### config.mk
export PLATFORM = sky130hd
export DESIGN_NAME = subch_dispatch
export DESIGN_NICKNAME = d
export VERILOG_FILES = /design/src/rtl/subch_dispatch_pkg.sv /design/src/rtl/sd_bind_table.sv /design/src/rtl/sd_engine_decode.sv /design/src/rtl/sd_fault_latch.sv /design/src/rtl/subch_dispatch.sv
export SDC_FILE = /design/constraint.sdc
export NUM_CORES = 1
export LEC_CHECK = 0
export ABC_CLOCK_PERIOD_IN_PS = 2950
export BUFFER_PORTS_ARGS = -buffer_cell sky130_fd_sc_hd__buf_2
export CAP_MARGIN = 20
export CORE_ASPECT_RATIO = 0.9
export CORE_MARGIN = 10
export CORE_UTILIZATION = 44
export CTS_CLUSTER_DIAMETER = 30
export CTS_CLUSTER_SIZE = 20
export DETAILED_ROUTE_END_ITERATION = 7
export GPL_TIMING_DRIVEN = 0
export PLACE_DENSITY = 0.83
export SYNTH_ARGS = -nofsm -noshare
export SYNTH_HDL_FRONTEND = slang
export SYNTH_SLANG_ARGS = --single-unit
### constraint.sdc
create_clock -name clk -period 2.95 [get_ports clk]
set_input_delay 0.295 -clock clk [delete_from_list [all_inputs] [get_ports clk]]
set_output_delay 0.295 -clock clk [all_outputs]
set_load 0.1 [all_outputs]
### src/rtl/subch_dispatch_pkg.sv
package subch_dispatch_pkg;
  localparam int ENG_N = 5;
  typedef enum logic [2:0] {
    ENG_2D   = 3'd0,
    ENG_3D   = 3'd1,
    ENG_COMP = 3'd2,
    ENG_DMA  = 3'd3,
    ENG_I2M  = 3'd4
  } eng_e;
endpackage

### src/rtl/sd_bind_table.sv
module sd_bind_table #(
  parameter int          SUB_W    = 3,
  parameter int          ID_W     = 16,
  parameter logic [15:0] RESET_ID = 16'h0000,
  localparam int         SUB_N    = 1 << SUB_W
) (
  input  logic                  clk,
  input  logic                  rst_n,
  input  logic                  wr_en,
  input  logic [SUB_W-1:0]      wr_idx,
  input  logic [ID_W-1:0]       wr_id,
  input  logic [SUB_W-1:0]      rd_idx,
  output logic [ID_W-1:0]       rd_id,
  output logic [SUB_N*ID_W-1:0] table_flat
);
  logic [ID_W-1:0] ent_q [SUB_N];

  for (genvar i = 0; i < SUB_N; i++) begin : g_ent
    logic [ID_W-1:0] ent_nxt;
    logic            ent_en;
    always_comb begin
      ent_en  = wr_en && (wr_idx == SUB_W'(i));
      ent_nxt = wr_id;
    end
    always_ff @(posedge clk or negedge rst_n) begin
      if (!rst_n)      ent_q[i] <= ID_W'(RESET_ID);
      else if (ent_en) ent_q[i] <= ent_nxt;
    end
    assign table_flat[i*ID_W +: ID_W] = ent_q[i];
  end

  assign rd_id = ent_q[rd_idx];
endmodule

### src/rtl/sd_engine_decode.sv
module sd_engine_decode
  import subch_dispatch_pkg::*;
#(
  parameter int                    ID_W  = 16,
  parameter logic [ENG_N*16-1:0]   CODES = '0
) (
  input  logic [ID_W-1:0]  id,
  output logic [ENG_N-1:0] hit,
  output logic             known
);
  for (genvar k = 0; k < ENG_N; k++) begin : g_cmp
    assign hit[k] = (id == ID_W'(CODES[k*16 +: 16]));
  end
  assign known = |hit;
endmodule

### src/rtl/sd_fault_latch.sv
module sd_fault_latch #(
  parameter int SUB_W = 3
) (
  input  logic             clk,
  input  logic             rst_n,
  input  logic             set,
  input  logic [SUB_W-1:0] set_sub,
  output logic             err,
  output logic [SUB_W-1:0] err_sub
);
  logic             err_nxt;
  logic [SUB_W-1:0] sub_nxt;
  logic             cap_en;

  always_comb begin
    cap_en  = set && !err;
    err_nxt = 1'b1;
    sub_nxt = set_sub;
  end

  always_ff @(posedge clk or negedge rst_n) begin
    if (!rst_n) begin
      err     <= 1'b0;
      err_sub <= '0;
    end else if (cap_en) begin
      err     <= err_nxt;
      err_sub <= sub_nxt;
    end
  end
endmodule

### src/rtl/subch_dispatch.sv
module subch_dispatch
  import subch_dispatch_pkg::*;
#(
  parameter int          METHOD_W    = 13,
  parameter int          ARG_W       = 32,
  parameter int          SUBCH_W     = 3,
  parameter int          CNT_W       = 24,
  parameter int          ID_W        = 16,
  parameter int          BIND_METHOD = 0,
  parameter logic [15:0] ID_NONE     = 16'h0000,
  parameter logic [15:0] ID_2D       = 16'h902D,
  parameter logic [15:0] ID_3D       = 16'hB197,
  parameter logic [15:0] ID_COMP     = 16'hB1C0,
  parameter logic [15:0] ID_DMA      = 16'hB0B5,
  parameter logic [15:0] ID_I2M      = 16'hA140
) (
  input  logic                          clk,
  input  logic                          rst_n,
  input  logic                          in_valid,
  output logic                          in_ready,
  input  logic [METHOD_W-1:0]           in_method,
  input  logic [ARG_W-1:0]              in_arg,
  input  logic [SUBCH_W-1:0]            in_subch,
  input  logic [CNT_W-1:0]              in_count,
  output logic [4:0]                    eng_valid,
  input  logic [4:0]                    eng_ready,
  output logic [METHOD_W-1:0]           out_method,
  output logic [ARG_W-1:0]              out_arg,
  output logic [SUBCH_W-1:0]            out_subch,
  output logic [CNT_W-1:0]              out_count,
  output logic [(ID_W<<SUBCH_W)-1:0]    bind_table,
  output logic                          err_flag,
  output logic [SUBCH_W-1:0]            err_subch
);
  localparam int                  SUB_N = 1 << SUBCH_W;
  localparam logic [ENG_N*16-1:0] CODES = {ID_I2M, ID_DMA, ID_COMP, ID_3D, ID_2D};

  logic             is_bind;
  logic [ID_W-1:0]  cur_id;
  logic [ENG_N-1:0] hit;
  logic             known;
  logic             bind_we;
  logic             fault_set;

  always_comb begin
    is_bind   = (in_method == METHOD_W'(BIND_METHOD));
    eng_valid = (in_valid && !is_bind) ? hit : '0;
    in_ready  = is_bind || !known || |(hit & eng_ready);
    bind_we   = in_valid && in_ready && is_bind;
    fault_set = in_valid && !is_bind && !known;
  end

  sd_bind_table #(.SUB_W(SUBCH_W), .ID_W(ID_W), .RESET_ID(ID_NONE)) table_i (
    .clk        (clk),
    .rst_n      (rst_n),
    .wr_en      (bind_we),
    .wr_idx     (in_subch),
    .wr_id      (in_arg[ID_W-1:0]),
    .rd_idx     (in_subch),
    .rd_id      (cur_id),
    .table_flat (bind_table)
  );

  sd_engine_decode #(.ID_W(ID_W), .CODES(CODES)) decode_i (
    .id    (cur_id),
    .hit   (hit),
    .known (known)
  );

  sd_fault_latch #(.SUB_W(SUBCH_W)) fault_i (
    .clk     (clk),
    .rst_n   (rst_n),
    .set     (fault_set),
    .set_sub (in_subch),
    .err     (err_flag),
    .err_sub (err_subch)
  );

  assign out_method = in_method;
  assign out_arg    = in_arg;
  assign out_subch  = in_subch;
  assign out_count  = in_count;

  if (SUB_N < 2) begin : g_param_chk
    initial $error("subch_dispatch: at least two subchannels needed");
  end
endmodule

* Word-level counts from Yosys, hierarchy flattened *
Cells that the tools add are included.

cells by class
  reductions and logical operators = 22
  bitwise logic cells = 2
  equality and inequality tests = 12
  mux-type cells = 4
  $lt $le $gt $ge = 1

operators by type and width
  kind                  count
  $eq 16x16->1 const B  5
  $bmux 16 s3           1
  $mux 16               2
  $logic_and 1x1->1     13
  $logic_not 13->1      1
  $eq 3x3->1 const B    4
  $reduce_or 5->1       2
  $eq 3x2->1 const B    2
  $and 5x5->5           1
  $mux 5                1
  $ge 4x4->1 const B    1
  $not 3->4             1
  $eq 3x1->1 const B    1
  $logic_not 1->1       3
  $logic_not 3->1       1
  $logic_or 1x1->1      2

storage, ports and cells
  bits in registers = 132
  bits of input ports = 80

* Depth between registers and ports, before layout *
Gate-level depths: netlist (run 1).

  depth after elaboration = 12
  gate-level depth with buffers = 11

* Cells and area by module *
Synthesis (run 1) repeated with hierarchy kept, for this count alone.

second synthesis, totals
  cell total of the unflattened synthesis = 457
  area total of the unflattened synthesis = 6,915.4 um2

modules (own cells, without submodules)
  module            cells an instance  area an instance (um2)  times used
  sd_bind_table     336                5,933.2                 1
  subch_dispatch    89                 665.6                   1
  sd_fault_latch    9                  165.2                   1
  sd_engine_decode  23                 151.4                   1

* Least setup slack after synthesis (run 1) *
No wires, ideal clock.

  path type = reg-to-output
  start point = register table_i.ent_q (netlist bit table_i.table_flat[50])
  end point = output port eng_valid[2]
  cell stages (with the launch flop) = 6
  arrival time = 5,127 ps
  path buffers = 0
  required time = 2,655 ps
  path slack = -2,472 ps
  path through = dfrtp_1 -> mux4_1 -> mux2_2 -> nand3b_4 -> or4b_4 -> nor4_1

between the ends
  longest elaborated chain between the ends = 5

RTL lines
  item                                         RTL line                text
  start, declared                              sd_bind_table.sv:16     logic [ID_W-1:0] ent_q [SUB_N];
  start signal, assigned by index              sd_bind_table.sv:26     if (!rst_n) ent_q[i] <= ID_W'(RESET_ID);
  start signal, assigned by index              sd_bind_table.sv:27     else if (ent_en) ent_q[i] <= ent_nxt;
  $bmux 16 s3                                  sd_bind_table.sv:32     assign rd_id = ent_q[rd_idx];
  $mux 16 (implied by the code) (2 in series)  sd_bind_table.sv:32
  $eq 16x16->1                                 sd_engine_decode.sv:12  assign hit[k] = (id == ID_W'(CODES[k*16 +: 16]));
  $mux 5                                       subch_dispatch.sv:47    eng_valid = (in_valid && !is_bind) ? hit : '0;
  end, declared                                subch_dispatch.sv:25    output logic [4:0] eng_valid,

No other way between the ends. The select of a mux whose other input is x is not followed.

* Worst setup path in the final report (run 1) *
  start point = register table_i.ent_q (netlist bit table_i.table_flat[98])
  end point = output port in_ready

between the ends
  longest elaborated chain between the ends = 8
  elaborated cells on any way between the ends = 14

RTL lines
  item                                           RTL line                text
  $bmux 16 s3 *                                  sd_bind_table.sv:32
  $mux 16 (implied by the code) * (2 in series)  sd_bind_table.sv:32
  $eq 16x16->1                                   sd_engine_decode.sv:12
  $reduce_or 5->1                                sd_engine_decode.sv:14  assign known = |hit;
  $logic_not 1->1                                subch_dispatch.sv:48    in_ready = is_bind || !known || |(hit & eng_ready);
  $logic_or 1x1->1                               subch_dispatch.sv:48
  $logic_or 1x1->1 *                             subch_dispatch.sv:48
  end, declared                                  subch_dispatch.sv:20    output logic in_ready,

Every way passes the cells marked *; elsewhere a longest branch is shown, timed or not. The select of a mux whose other input is x is not followed.

==> impl_results.md, run 1 <==
* Status: finished, violations left
* Fin cells at 1031
* Top_reg_cell synth: dfrtp_1
* Maximum vdd ir drop at 0.428 mV
* Final GP Congestion at 0.795
* Crit-path max FO at 2
* Critical path origin: table_i.table_flat[98]$_DFFE_PN0P_
* Reg area at 3400 um^2
* Post-Route WL at 24.2 mm
* Avg Inst Size Synth at 12.9 um^2
* Synth Warn # at 0
* CTS Buffer Depth at 2
* Core area at 15300 um^2
* Max Cap Viol at 0
* Nets@finish at 896
* Number of remaining DRC errors at 0
* Drt first pass iters at 4
* P_leak at 5.08 nW
* WL met3 at 2.62 mm
* Sequential fraction of the synthesis area at 48.3%
* PnR worst setup slack at -0.647 ns
* Mapped Nets at 612
* Failing checks: negative setup slack
* Mapped Area at 6850 um^2
* Core Util, Final at 62.7%
* Routed vias/inst at 5.27
* Fraction of layout cells with a size suffix above 1 at 74.7%
* Crit path to: in_ready
* CP Launch Type: flip-flop
* Detailed Place HPWL at 17.8 mm
* Initial Utilization at 44.6%
* Ys async rst share at 100%
* Wire per inst at 23.5 um
* Tcrit/Tclk final at 122%
* Hold Crit Class: input port to flip-flop
* Worst-Skew Late Latency at 0.41 ns
* Die area at 21000 um^2
* Crit Reg-Reg Startpoint: table_i.table_flat[98]$_DFFE_PN0P_
* R2R Path End: fault_i.err_sub[2]$_DFFE_PN0P_
* Antenna cells at 0
* Met1 wire length at 9.24 mm
* Highest metal used: met4
* Fin crit period at 3.60 ns
* Largest net degree at the start of global routing at 85
* Final number of hold-violating endpoints at 0
* CP arrival at 3.30 ns
* Required time of the worst setup path at 2.65 ns
* Pwr/cell area at 518 nW/um^2
* TritonCTS Buffers at 17
* Die Y at 138 um
* Slew @ Worst Pin at 1.01 ns
* First-pass GRT wire length at 35.9 mm
* Final ANT Viol Nets at 0
* # IOs at 290
* Gr ovfl total at 0
* Detailed Route Iter0 Violations at 232
* Library cells used by synthesis at 52
* Reg2Reg Depth at 9
* Max-slew headroom at 32.7%
* Vias in the first global route at 5892
* Footprint of the multi-input gates at 3110 um^2
* Fin Setup TNS at -2.25 ns
* CTS tree: yes
* Placed insts at 982
* Root Buffer: clkbuf_16
* CTS HTree Levels at 4
* Chip Width at 151 um
* Global-route usage over all layers at 22.5%
* EDFF count, synth at 0
* Synth Instances at 532
* Area Overhead vs Synth at 40.4%
* Pins Over Slew Limit at 0
* Number of buffers added on ports at 247
* Clock transition at path regs at 0.06 ns
* Routed wl met2 at 12.2 mm
* F_max at 278 MHz
* Crit Path Class: flip-flop to output pin
* Rows at 43
* Worst setup EP type: output pin
* # clock sinks at 132
* Worst clock skew at 0.00506 ns
* # fillers at 1225
* Initial antenna violation count at 0
* RSZ-0062 raised after global routing: true
* Setup violators final at 9
* R2R setup slack at -0.07 ns
* Vias at 5435
* #FFs+latches synth at 132
==> state kept, by name, summed over array words and instances, names as in the netlist <==
name	count
table_i.table_flat	128
fault_i.err_sub	3
fault_i.err	1
==> through the flow <==
stage               setup slack [ns]  cell area, um^2  power (mW)  hold slack (ns)
finish                        -0.647             9610        4.97            0.214
global route                  -0.734             9610        5.13            0.211
CTS                           -0.704             9470        4.99            0.203
detailed placement             -1.13             8590        2.79            0.265
global placement               -1.11             8560        2.78            0.464
floorplan                     -0.502             7070        2.58        -0.000591
==> logic make-up after synthesis <==
kind of cell / after synthesis / synth area share, %
multiplexers: 169 / 29.2
AND/OR/NAND/NOR: 97 / 8.54
flip-flops: 132 / 48.3
buffers and inverters: 100 / 10.1
AO/OA/AOI/OAI: 34 / 3.93
==> how the worst min path moves through the flow <==
stage                                               from                                   to  cells after the start
after floorplan                                    rst_n              fault_i.err$_DFFE_PN0P_                      0
after global placement    fault_i.err_sub[1]$_DFFE_PN0P_       fault_i.err_sub[1]$_DFFE_PN0P_                      1
final                                         in_arg[13]   table_i.table_flat[13]$_DFFE_PN0P_                      2
after detailed placement                           rst_n  table_i.table_flat[114]$_DFFE_PN0P_                      1
after CTS                                     in_arg[13]   table_i.table_flat[13]$_DFFE_PN0P_                      2
after global routing                          in_arg[13]   table_i.table_flat[13]$_DFFE_PN0P_                      2
==> cell usage in the layout, fill, tap and decap left out, drive strengths merged, types with 2 or more instances in the layout <==
cell and instances:
nand3 6, nor2 13, or4 2, bufinv 2, nor3b 6, and2 4
or2 3, mux2 139, clkbuf 29, or3 2, a22oi 8, clkinv 4
o21ai 2, nand2 15, clkinvlp 2, nor2b 10, nor4 8, nand2b 4
a211oi 2, nor3 16, nand4 2, mux4 10, o22ai 5, a21boi 2
dfrtp 132, mux2i 20, a21oi 3, inv 7, buf 352, a2111oi 5
==> power by group <==
part           total [mW]  switching (mW)  internal, mW
Combinational       0.953           0.736         0.216
Clock                2.18           0.818          1.37
Sequential           1.84         0.00886          1.83
==> cell type report <==
cell class,count,area share (%)
well taps,202,2.63
plain buffers,94,7.46
multi-input cells,300,32.3
clock inverters,9,1.22
repair buffers,265,15.5
clock buffers,23,5.18
flip-flops and latches,132,35.4
inverters,6,0.234
==> what timing repair did <==
item / 4_1_cts / 5_1_grt
resized for setup: 44 / 17
pin swaps: 11 / 8
hold endpoints to repair: 48 / 0
endpoints found under the setup margin: 89 / 48
buffers inserted: 8 / 8
hold buffers: 1 / 0
==> routing by layer <==
metal  GRT usage (%)  vias to the layer above
met5               0                        -
met4            4.66                        0
met3            8.61                       13
met2            38.0                      228
met1            26.3                     2758
li1                -                     2436
==> Yosys cell counts, types with 2 or more instances <==
cell / n / area, um^2
a22oi_1: 8 / 60.1
nor2_1: 13 / 48.8
a2111oi_0: 4 / 35.0
or2_1: 2 / 12.5
inv_1: 5 / 18.8
or4_1: 2 / 15.0
buf_6: 3 / 33.8
nor3b_1: 5 / 37.5
and2_1: 4 / 25.0
buf_4: 75 / 563
nand2b_1: 4 / 25.0
nor3_1: 14 / 70.1
nor3_2: 2 / 20.0
a21oi_1: 3 / 15.0
nand2_1: 15 / 56.3
a211oi_1: 2 / 15.0
mux2_1: 14 / 158
mux4_2: 9 / 203
dfrtp_1: 132 / 3300
mux2_2: 124 / 1400
a21boi_0: 2 / 15.0
nand4_1: 2 / 12.5
clkbuf_1: 6 / 22.5
nand3_1: 6 / 30.0
mux2i_1: 20 / 200
or3_1: 2 / 12.5
nor2b_1: 10 / 62.6
nor4_1: 6 / 37.5
buf_2: 9 / 45.0
o21ai_1: 2 / 10.0
nor4_2: 2 / 25.0
o22ai_1: 5 / 31.3
==> worst max-delay path, cell delays in order (launching register included) <==
cell	delay [ns]
dfrtp_4	0.47
mux4_2	0.48
mux2_4	0.31
nand3b_4	0.16
or4b_4	0.50
or4_4	0.45
o32a_1	0.21
o211ai_4	0.09
buf_12	0.20
Note: power is estimated with default switching activity, not from simulation.
==> run 2: changes to the inputs <==
- ABC_CLOCK_PERIOD_IN_PS: 2950 -> 4300
- CORE_UTILIZATION: 44 -> 52
- PLACE_DENSITY: 0.83 -> 0.92
- SKIP_CTS_REPAIR_TIMING: unset -> 1
- clock period: 2.95 -> 4.3 ns (I/O delays scaled with it)
==> impl_results.md, run 2 (synthesis gave the netlist of run 1 again) <==
* Tot Pwr at 3.35 mW (was 4.97 mW)
* Final number of hold-violating endpoints at 0 (unchanged)
* Post-Route WL at 23.7 mm (was 24.2 mm)
* CTS Buffer Depth at 2 (unchanged)
* Fin crit period at 4.09 ns
* Reg2Reg Depth at 7 (was 9)
* WL met3 at 2.44 mm (was 2.62 mm)
* # fillers at 912 (was 1225)
* Worst clock skew at 0.0149 ns (was 0.00506 ns)
* CP Buf/Inv Count at 4 (was 1)
* Detailed Route Iter0 Violations at 299 (was 232)
* Hold Crit Class: input port to flip-flop (unchanged)
* Pins Over Slew Limit at 0 (unchanged)
* Antenna cells at 0 (unchanged)
* Global-route usage over all layers at 25.3% (was 22.5%)
* F_max at 244 MHz
* Vias in the first global route at 5912 (was 5892)
* First-pass GRT wire length at 35.3 mm (was 35.9 mm)
* Worst-Skew Late Latency at 0.43 ns (was 0.41 ns)
* R2R setup slack at 1.31 ns (was -0.07 ns)
* Fin Setup TNS at 0 ns (was -2.25 ns)
* # clock sinks at 132 (unchanged)
* Status: finished clean (was finished, violations left)
* Gr ovfl total at 0 (unchanged)
* Routed wl met2 at 12.0 mm (was 12.2 mm)
* Routed vias/inst at 5.55 (was 5.27)
* Core area at 12800 um^2 (was 15300 um^2)
* Final GP Congestion at 0.825 (was 0.795)
* CTS HTree Levels at 4 (unchanged)
* Vias at 5405 (was 5435)
* Maximum vdd ir drop at 0.314 mV (was 0.428 mV)
* Drt first pass iters at 4 (unchanged)
* Crit path to: in_ready (unchanged)
* Pwr/cell area at 375 nW/um^2 (was 518 nW/um^2)
* CP Depth at 10 (was 8)
* Rows at 39 (was 43)
* Critical-path cell list: buf_2 -> buf_2 -> buf_2 -> mux2i_1 -> a21boi_0 -> or4b_4 -> or4_1 -> o32a_1 -> o211ai_2 -> clkbuf_4 (was mux4_2 -> mux2_4 -> nand3b_4 -> or4b_4 -> or4_4 -> o32a_1 -> o211ai_4 -> buf_12)
* Worst stage delay on the critical path at 0.54 ns (was 0.50 ns)
* Worst setup EP type: output pin (unchanged)
* CP arrival at 3.66 ns (was 3.30 ns)
* Area Overhead vs Synth at 30.4% (was 40.4%)
* Crit Reg-Reg Startpoint: table_i.table_flat[0]$_DFFE_PN0P_ (was table_i.table_flat[98]$_DFFE_PN0P_)
* Critical path's most frequent cell: buf_2
* Core Util, Final at 69.8% (was 62.7%)
* Number of remaining DRC errors at 0 (unchanged)
* RSZ-0062 raised after global routing: false (was true)
* Initial antenna violation count at 0 (unchanged)
* P_leak at 5.02 nW (was 5.08 nW)
* Number of buffers added on ports at 247 (unchanged)
* Initial Utilization at 53.5% (was 44.6%)
* Chip Width at 141 um (was 151 um)
* CTS tree: yes (unchanged)
* Cell family with the largest share of critical-path delay: buffers and inverters (was simple AND/OR/NAND/NOR gates)
* Met1 wire length at 9.03 mm (was 9.24 mm)
* Detailed Place HPWL at 17.7 mm (was 17.8 mm)
* Highest metal used: met4 (unchanged)
* Max-slew headroom at 35.3% (was 32.7%)
* # IOs at 290 (unchanged)
* Most common cell after layout, fill and taps aside: buf_2 (unchanged)
* Die area at 18200 um^2 (was 21000 um^2)
* Final ANT Viol Nets at 0 (unchanged)
* Die Y at 129 um (was 138 um)
* Setup violators final at 0 (was 9)
* Largest net degree at the start of global routing at 104 (was 85)
* Fraction of layout cells with a size suffix above 1 at 63.0% (was 74.7%)
* Nets@finish at 880 (was 896)
* Final hold slack at 0.343 ns (was 0.214 ns)
* Crit-path max FO at 10 (was 2)
* Required time of the worst setup path at 3.87 ns (was 2.65 ns)
* Root Buffer: clkbuf_16 (unchanged)
* Slowest-stage cell, CP: or4_1 (was or4b_4)
* Slew @ Worst Pin at 0.970 ns (was 1.01 ns)
* Critical path origin: in_subch[0] (was table_i.table_flat[98]$_DFFE_PN0P_)
* Tcrit/Tclk final at 95.2%
* Crit Path Class: input port to output pin (was flip-flop to output pin)
* R2R Path End: fault_i.err_sub[1]$_DFFE_PN0P_ (was fault_i.err_sub[2]$_DFFE_PN0P_)
* Max Cap Viol at 0 (unchanged)
* Most frequent cells in the layout: buf_2 (254), dfrtp_1 (132), mux2_2 (124) (was buf_2 (248), mux2_2 (122), buf_4 (87))
* CP Launch Type: input port (was flip-flop)
* Wire per inst at 24.3 um (was 23.5 um)
* Max reg flops at 128 (unchanged)
* TritonCTS Buffers at 17 (unchanged)
* Clock transition at path regs at 0.06 ns (about the same)
## run 2: per-layer routing
layer,vias up,track usage (%)
met1,2720,27.9
met3,20,11.3
met5,-,0
li1,2408,-
met2,257,43.5
met4,0,7.34
## run 2: metrics by stage
step	instances	cell area [um^2]	setup slack, ns
floorplan	532	6850	-0.0702
global placement	943	8300	0.0823
detailed placement	944	8330	0.103
CTS	973	8920	0.0824
global route	974	8930	0.0347
finish	974	8930	0.206
## run 2: area by class of cell
| class | instances | area [um^2] | share of cell area [%] |
|---|---|---|---|
| multi-input combinational | 300 | 2860 | 32.0 |
| buffer | 94 | 668 | 7.48 |
| sequential | 132 | 3300 | 37.0 |
| clock inverter | 9 | 130 | 1.46 |
| inverter | 6 | 22.5 | 0.252 |
| clock buffer | 20 | 457 | 5.11 |
| timing repair buffer | 249 | 1280 | 14.4 |
| tap | 164 | 205 | 2.30 |
## run 2: worst min-delay path by stage
| stage | startpoint | to | slack, ns | cells after the start |
|---|---|---|---|---|
| after floorplan | rst_n | fault_i.err$_DFFE_PN0P_ | 0.13 | 0 |
| after global placement | fault_i.err_sub[1]$_DFFE_PN0P_ | fault_i.err_sub[1]$_DFFE_PN0P_ | 0.46 | 1 |
| after detailed placement | rst_n | table_i.table_flat[50]$_DFFE_PN0P_ | 0.32 | 1 |
| after CTS | rst_n | table_i.table_flat[50]$_DFFE_PN0P_ | -0.13 | 1 |
| after global routing | in_arg[13] | table_i.table_flat[45]$_DFFE_PN0P_ | 0.35 | 2 |
| final | in_arg[13] | table_i.table_flat[13]$_DFFE_PN0P_ | 0.34 | 2 |
## run 2: power by group
group | internal (mW) | switching, mW
logic | 0.128 | 0.493
registers | 1.25 | 0.00520
clock network | 0.931 | 0.539
total | 2.31 | 1.04
